<file path="src/rtl/ptrf_pkg.sv">
package ptrf_pkg;
    typedef enum logic [2:0] {
        OP_IDLE  = 3'd0,
        OP_SLOAD = 3'd1,
        OP_SALU  = 3'd2,
        OP_PALU  = 3'd3,
        OP_CHECK = 3'd4,
        OP_PTEST = 3'd5
    } op_e;

    typedef enum logic [1:0] {
        FN_ADD = 2'd0,
        FN_SUB = 2'd1,
        FN_AND = 2'd2,
        FN_XOR = 2'd3
    } fn_e;

    localparam logic KIND_CONSUME = 1'b0;
    localparam logic KIND_NODEFER = 1'b1;
endpackage

</file>
<file path="src/rtl/ptrf_storage.sv">
module ptrf_storage #(
    parameter int NREG = 16,
    parameter int DW   = 32,
    localparam int AW  = $clog2(NREG)
) (
    input  logic          clk,
    input  logic          rst,
    input  logic          we,
    input  logic [AW-1:0] widx,
    input  logic [DW-1:0] wdata,
    input  logic          wtag,
    input  logic [AW-1:0] ra,
    input  logic [AW-1:0] rb,
    output logic [DW-1:0] ra_data,
    output logic          ra_tag,
    output logic [DW-1:0] rb_data,
    output logic          rb_tag
);
    logic [DW-1:0] data_q [NREG];
    logic          tag_q  [NREG];

    for (genvar g = 0; g < NREG; g++) begin : g_ent
        if (g == 0) begin : g_zero
            assign data_q[g] = '0;
            assign tag_q[g]  = 1'b0;
        end else begin : g_live
            logic [DW-1:0] data_d;
            logic          tag_d;
            always_comb begin
                data_d = data_q[g];
                tag_d  = tag_q[g];
                if (we && widx == AW'(g)) begin
                    data_d = wdata;
                    tag_d  = wtag;
                end
            end
            always_ff @(posedge clk) begin
                if (rst) begin
                    data_q[g] <= '0;
                    tag_q[g]  <= 1'b0;
                end else begin
                    data_q[g] <= data_d;
                    tag_q[g]  <= tag_d;
                end
            end
        end
    end

    assign ra_data = data_q[ra];
    assign ra_tag  = tag_q[ra];
    assign rb_data = data_q[rb];
    assign rb_tag  = tag_q[rb];
endmodule

</file>
<file path="src/rtl/ptrf_alu.sv">
module ptrf_alu
    import ptrf_pkg::*;
#(
    parameter int DW = 32
) (
    input  logic [1:0]    fn,
    input  logic [DW-1:0] a,
    input  logic [DW-1:0] b,
    output logic [DW-1:0] y
);
    always_comb begin
        unique case (fn_e'(fn))
            FN_ADD:  y = a + b;
            FN_SUB:  y = a - b;
            FN_AND:  y = a & b;
            FN_XOR:  y = a ^ b;
            default: y = '0;
        endcase
    end
endmodule

</file>
<file path="src/rtl/ptrf_ctrl.sv">
module ptrf_ctrl
    import ptrf_pkg::*;
#(
    parameter int DW  = 32,
    parameter int TW  = 32,
    parameter int AW  = 4
) (
    input  logic          op_valid,
    input  logic [2:0]    op_code,
    input  logic [AW-1:0] dst,
    input  logic          tag_a,
    input  logic          tag_b,
    input  logic [DW-1:0] alu_y,
    input  logic [DW-1:0] ld_data,
    input  logic          ld_fault,
    input  logic          defer_en,
    input  logic [TW-1:0] chk_target,
    output logic          we,
    output logic [DW-1:0] wdata,
    output logic          wtag,
    output logic          trap_v,
    output logic          trap_k,
    output logic          red_v,
    output logic [TW-1:0] red_t
);
    logic want_wr;

    always_comb begin
        want_wr = 1'b0;
        wdata   = '0;
        wtag    = 1'b0;
        trap_v  = 1'b0;
        trap_k  = KIND_CONSUME;
        red_v   = 1'b0;
        red_t   = '0;
        if (op_valid) begin
            case (op_e'(op_code))
                OP_SLOAD: begin
                    if (ld_fault && !defer_en) begin
                        trap_v = 1'b1;
                        trap_k = KIND_NODEFER;
                    end else begin
                        want_wr = 1'b1;
                        wdata   = ld_data;
                        wtag    = ld_fault;
                    end
                end
                OP_SALU: begin
                    want_wr = 1'b1;
                    wdata   = alu_y;
                    wtag    = tag_a | tag_b;
                end
                OP_PALU: begin
                    if (tag_a || tag_b) begin
                        trap_v = 1'b1;
                        trap_k = KIND_CONSUME;
                    end else begin
                        want_wr = 1'b1;
                        wdata   = alu_y;
                    end
                end
                OP_CHECK: begin
                    if (tag_a) begin
                        red_v = 1'b1;
                        red_t = chk_target;
                    end
                end
                OP_PTEST: begin
                    want_wr = 1'b1;
                    wdata   = DW'(tag_a);
                end
                default: ;
            endcase
        end
        we = want_wr && (dst != '0);
    end
endmodule

</file>
<file path="src/rtl/ptrf_top.sv">
module ptrf_top
    import ptrf_pkg::*;
#(
    parameter int NREG = 16,
    parameter int DW   = 32,
    parameter int TW   = 32,
    localparam int AW  = $clog2(NREG)
) (
    input  logic          clk,
    input  logic          rst,
    input  logic          op_valid,
    input  logic [2:0]    op_code,
    input  logic [1:0]    alu_fn,
    input  logic [AW-1:0] src_a,
    input  logic [AW-1:0] src_b,
    input  logic [AW-1:0] dst,
    input  logic [DW-1:0] ld_data,
    input  logic          ld_fault,
    input  logic          defer_en,
    input  logic [TW-1:0] chk_target,
    output logic          wb_valid,
    output logic [AW-1:0] wb_idx,
    output logic [DW-1:0] wb_data,
    output logic          wb_tag,
    output logic          trap_valid,
    output logic          trap_kind,
    output logic          redir_valid,
    output logic [TW-1:0] redir_target
);
    typedef struct packed {
        logic          wb_v;
        logic [AW-1:0] wb_i;
        logic [DW-1:0] wb_d;
        logic          wb_t;
        logic          trap_v;
        logic          trap_k;
        logic          red_v;
        logic [TW-1:0] red_t;
    } out_s;

    out_s out_d, out_q;

    logic [DW-1:0] a_data, b_data, alu_y, wdata;
    logic          a_tag, b_tag, we, wtag, trap_v, trap_k, red_v;
    logic [TW-1:0] red_t;

    ptrf_storage #(.NREG(NREG), .DW(DW)) u_store (
        .clk(clk), .rst(rst),
        .we(we), .widx(dst), .wdata(wdata), .wtag(wtag),
        .ra(src_a), .rb(src_b),
        .ra_data(a_data), .ra_tag(a_tag),
        .rb_data(b_data), .rb_tag(b_tag)
    );

    ptrf_alu #(.DW(DW)) u_alu (
        .fn(alu_fn), .a(a_data), .b(b_data), .y(alu_y)
    );

    ptrf_ctrl #(.DW(DW), .TW(TW), .AW(AW)) u_ctrl (
        .op_valid(op_valid), .op_code(op_code), .dst(dst),
        .tag_a(a_tag), .tag_b(b_tag), .alu_y(alu_y),
        .ld_data(ld_data), .ld_fault(ld_fault), .defer_en(defer_en),
        .chk_target(chk_target),
        .we(we), .wdata(wdata), .wtag(wtag),
        .trap_v(trap_v), .trap_k(trap_k),
        .red_v(red_v), .red_t(red_t)
    );

    always_comb begin
        out_d        = '0;
        out_d.wb_v   = we;
        out_d.wb_i   = we ? dst : '0;
        out_d.wb_d   = we ? wdata : '0;
        out_d.wb_t   = we & wtag;
        out_d.trap_v = trap_v;
        out_d.trap_k = trap_v & trap_k;
        out_d.red_v  = red_v;
        out_d.red_t  = red_t;
    end

    always_ff @(posedge clk) begin
        if (rst) out_q <= '0;
        else     out_q <= out_d;
    end

    assign wb_valid     = out_q.wb_v;
    assign wb_idx       = out_q.wb_i;
    assign wb_data      = out_q.wb_d;
    assign wb_tag       = out_q.wb_t;
    assign trap_valid   = out_q.trap_v;
    assign trap_kind    = out_q.trap_k;
    assign redir_valid  = out_q.red_v;
    assign redir_target = out_q.red_t;
endmodule

</file>
<file path="config.mk">
export PLATFORM = sky130hd
export DESIGN_NAME = ptrf_top
export DESIGN_NICKNAME = d
export VERILOG_FILES = /design/src/rtl/ptrf_pkg.sv /design/src/rtl/ptrf_storage.sv /design/src/rtl/ptrf_alu.sv /design/src/rtl/ptrf_ctrl.sv /design/src/rtl/ptrf_top.sv
export SDC_FILE = /design/constraint.sdc
export NUM_CORES = 2
export LEC_CHECK = 0
export BUFFER_PORTS_ARGS = -buffer_cell sky130_fd_sc_hd__buf_2
export CORE_MARGIN = 5
export CORE_UTILIZATION = 54
export CTS_CLUSTER_SIZE = 12
export DETAILED_ROUTE_END_ITERATION = 8
export MAX_ROUTING_LAYER = met4
export PLACE_DENSITY = 0.72
export SYNTH_ARGS = -nofsm -noshare
export SYNTH_HDL_FRONTEND = slang
export SYNTH_SLANG_ARGS = --single-unit
</file>
<file path="constraint.sdc">
create_clock -name clk -period 7.1 [get_ports clk]
set_input_delay 1.42 -clock clk [delete_from_list [all_inputs] [get_ports clk]]
set_output_delay 1.42 -clock clk [all_outputs]
set_load 0.1 [all_outputs]
</file>
==> flow_summary.json <==
{
  "status": "finished, violations left",
  "violations": "design-rule violations",
  "setup_viol": 0,
  "cp_slowest_cell": "o31ai_1",
  "arrival_ns": 7.34,
  "async_flop_share_pct": 0,
  "crit_chain": "buf_4 -> and2b_1 -> buf_4 -> a221oi_1 -> o31ai_1 -> nor4_2 -> nand4b_1 -> nor2_1 -> a21oi_1 -> xnor2_1 -> ha_1 -> a21o_1 -> a211o_1 -> a311o_1 -> o211ai_1 -> o211ai_1 -> a41o_1 -> nor2_1 -> buf_12 -> a211oi_1",
  "netlist_top_cells_area": "dfxtp_1 36%, mux4_2 15%, nand2_1 7.6%",
  "post-cts-setup-buffer-count": 0,
  "skew_ns": 0.0210,
  "crit_required_ns": 7.57,
  "power.leakage_nw": 12.6,
  "dr.pass1.iters": 9,
  "viasPerCell": 6.96,
  "drv_slew": 0,
  "share_comb_of_total_power_pct": 10.3,
  "grt_pass1_vias": 28315,
  "antenna_found_initial": 0,
  "cts_resized": 0,
  "drt_first_iter_violations": 4235,
  "port_buffers": 158,
  "peakVddDrop_uv": 135,
  "seq_area_mm2": 0.0114,
  "multi_input_area_mm2": 0.0185,
  "cts_hold_buf": 0,
  "nFillCells": 4775,
  "final_cells": 4164,
  "start_util_pct": 54.4,
  "synth_edf_count": 0,
  "dp_cells": 4065,
  "fmax_mhz": 146,
  "vias": 28997,
  "period_needed_ns": 6.87,
  "drive_gt1_share_pct": 22.1,
  "avgSynthCellArea_um2": 9.45,
  "seq_power_share_pct": 45.7,
  "clkSinkCount": 568,
  "grt_remaining_overflow": 0,
  "max_slew_margin_pct": 6.75,
  "dp_hpwl_um": 74300,
  "cts_made_buffers": 59,
  "yosys.area.top_type": "dfxtp_1",
  "swShare_pct": 25.8,
  "intPower_mw": 5.18,
  "critPathMaxFanout": 17,
  "yosysSeqAreaShare_pct": 36.4,
  "fin_crit_sh_pct": 96.8,
  "routedWlPerCell_um": 28.1,
  "fp-row-count": 88,
  "yosysTopAreaCellShare_pct": 36.4,
  "die_x_um": 251,
  "core-area_mm2": 0.0575,
  "synth_cell_types": 82,
  "cts_root_buf": "clkbuf_16",
  "synth-seq-cells": 568,
  "worst-setup-path-type": "input pin to flip-flop",
  "mostFrequentLayoutCell": "nand2_1",
  "finalHoldViolations": 0,
  "rsz0062_at_grt": "no",
  "tightest_slew_ns": 1.39,
  "drv_cap": 0,
  "gr-usage-all-layers_pct": 36.7,
  "ant_nets": 0,
  "powerDensity_mw_per_mm2": 200,
  "min_path_type": "flip-flop to flip-flop",
  "drt-total-wl_um": 117000,
  "ioPinCount": 159,
  "endpoint_kind": "flip-flop",
  "clk_latency_ns": 0.64,
  "grt_max_degree": 108,
  "nets": 3512,
  "max_stage_delay_ns": 1.01,
  "clk_pin_slew_ns": 0.06,
  "dieArea_mm2": 0.0628,
  "die_h_um": 251,
  "startpoint_type": "input pin",
  "switching_power_mw": 1.81,
  "clkPwrFrac_pct": 44.0,
  "cts_tree": "built",
  "diodes": 0,
  "area_growth_pct": 11.8,
  "placed_area_mm2": 0.0331,
  "yosys_warnings": 0,
  "syn_area_mm2": 0.0313,
  "layout_common_cells": "629 x nand2_1, 568 x dfxtp_1, 290 x a21oi_1, 212 x mux4_2, 191 x nor2_1",
  "fin_area_mm2": 0.0349,
  "grt_first_pass_wirelength_um": 174000,
  "drc": 2,
  "synth_ff_type": "dfxtp_1",
  "cts_max_path_buffers": 3,
  "h-tree-depth": 2,
  "syn_inst": 3307,
  "synth_nets": 3458,
  "routabilityCongestion": 0.973
}
-- cell type report --
type / instances / area share, %
multi-input combinational: 2399 / 53.0
sequential: 568 / 32.6
tap: 765 / 2.74
inverter: 21 / 0.233
clock buffer: 86 / 4.75
clock inverter: 13 / 0.562
timing repair buffer: 312 / 6.13
-- power groups by stage --
stage / Clock (mW) / Combinational [mW] / Sequential [mW]
after detailed placement: 0 / 0.692 / 3.27
after global routing: 3.22 / 0.748 / 3.20
after floorplan: 0 / 0.449 / 3.28
final: 3.08 / 0.718 / 3.20
after global placement: 0 / 0.686 / 3.27
after CTS: 3.07 / 0.696 / 3.20
-- stage by stage --
stage               total power [mW]  setup TNS (ns)  utilization [%]  worst slack, ns  hold slack (ns)
global route                    7.16               0             60.8           0.0537            0.486
CTS                             6.97               0             60.8            0.525            0.466
finish                          6.99               0             60.8            0.230            0.468
floorplan                       3.73               0                -            0.259            0.441
detailed placement              3.96           -1.66             57.5          -0.0938            0.458
global placement                3.95           -1.34             57.5          -0.0901            0.449
-- Yosys cell counts, types with 14 or more instances --
master    instances
nand2_1         629
dfxtp_1         568
a21oi_1         290
clkbuf_1        245
mux4_2          212
nor2_1          201
a211oi_1        120
o22ai_1         104
mux2_2           70
ha_1             64
o21ai_0          60
and2_1           54
mux2i_1          47
a22o_1           42
nor2b_1          36
o31ai_1          36
buf_2            35
xnor2_1          34
nand3_1          33
nor3_1           33
mux4_1           28
a221oi_1         24
inv_1            21
o211ai_1         21
nand4_1          20
a22oi_1          19
and3_1           19
buf_1            17
a21o_1           16
o221ai_2         15
xor2_1           15
nand2b_1         14
-- worst max-delay path: cells and delay by family --
kind / cells / cell delay (ns)
adder cells (fa/ha/maj): 1 / 0.28
buffers and inverters: 3 / 0.94
AO/OA/AOI/OAI: 10 / 3.08
AND/OR/NAND/NOR: 5 / 1.41
XOR/XNOR: 1 / 0.17
-- worst paths after layout --
check	startpoint	to	slack, ns	cells past startpoint
worst max-delay path	src_b[2]	u_store.data_q[382]	0.23	20
worst min-delay path	u_store.data_q[109]	u_store.data_q[109]	0.47	2
worst max register to register	u_store.data_q[64]	u_store.data_q[382]	1.30	20
worst min register to register	u_store.data_q[109]	u_store.data_q[109]	0.47	2
-- flip-flops by register name, indices dropped and copies added (netlist names) --
name            count
u_store.data_q    480
trap_kind           1
u_store.tag_q      15
trap_valid          1
redir_target       32
wb_idx              4
redir_valid         1
wb_valid            1
wb_data            32
wb_tag              1
-- cells by family (layout without fill, tap and decap cells) --
| logic type | count (synthesis) | count (layout) | synth area share, % |
|---|---|---|---|
| AO/OA/AOI/OAI | 839 | 839 | 17.9 |
| XOR/XNOR | 49 | 49 | 1.37 |
| adder cells (fa/ha/maj) | 65 | 65 | 2.63 |
| buffers and inverters | 340 | 432 | 4.73 |
| flip-flops | 568 | 568 | 36.4 |
| multiplexers | 359 | 359 | 21.8 |
| AND/OR/NAND/NOR | 1087 | 1087 | 15.2 |
-- per-layer routing --
metal	GRT usage [%]	routed length, um	vias up
li1	-	-	12283
met1	46.5	41900	13832
met2	53.4	49800	2330
met3	11.6	17700	552
met4	17.8	7310	0
met5	-	0	-
No activity file was read; power rests on OpenSTA's default activity.
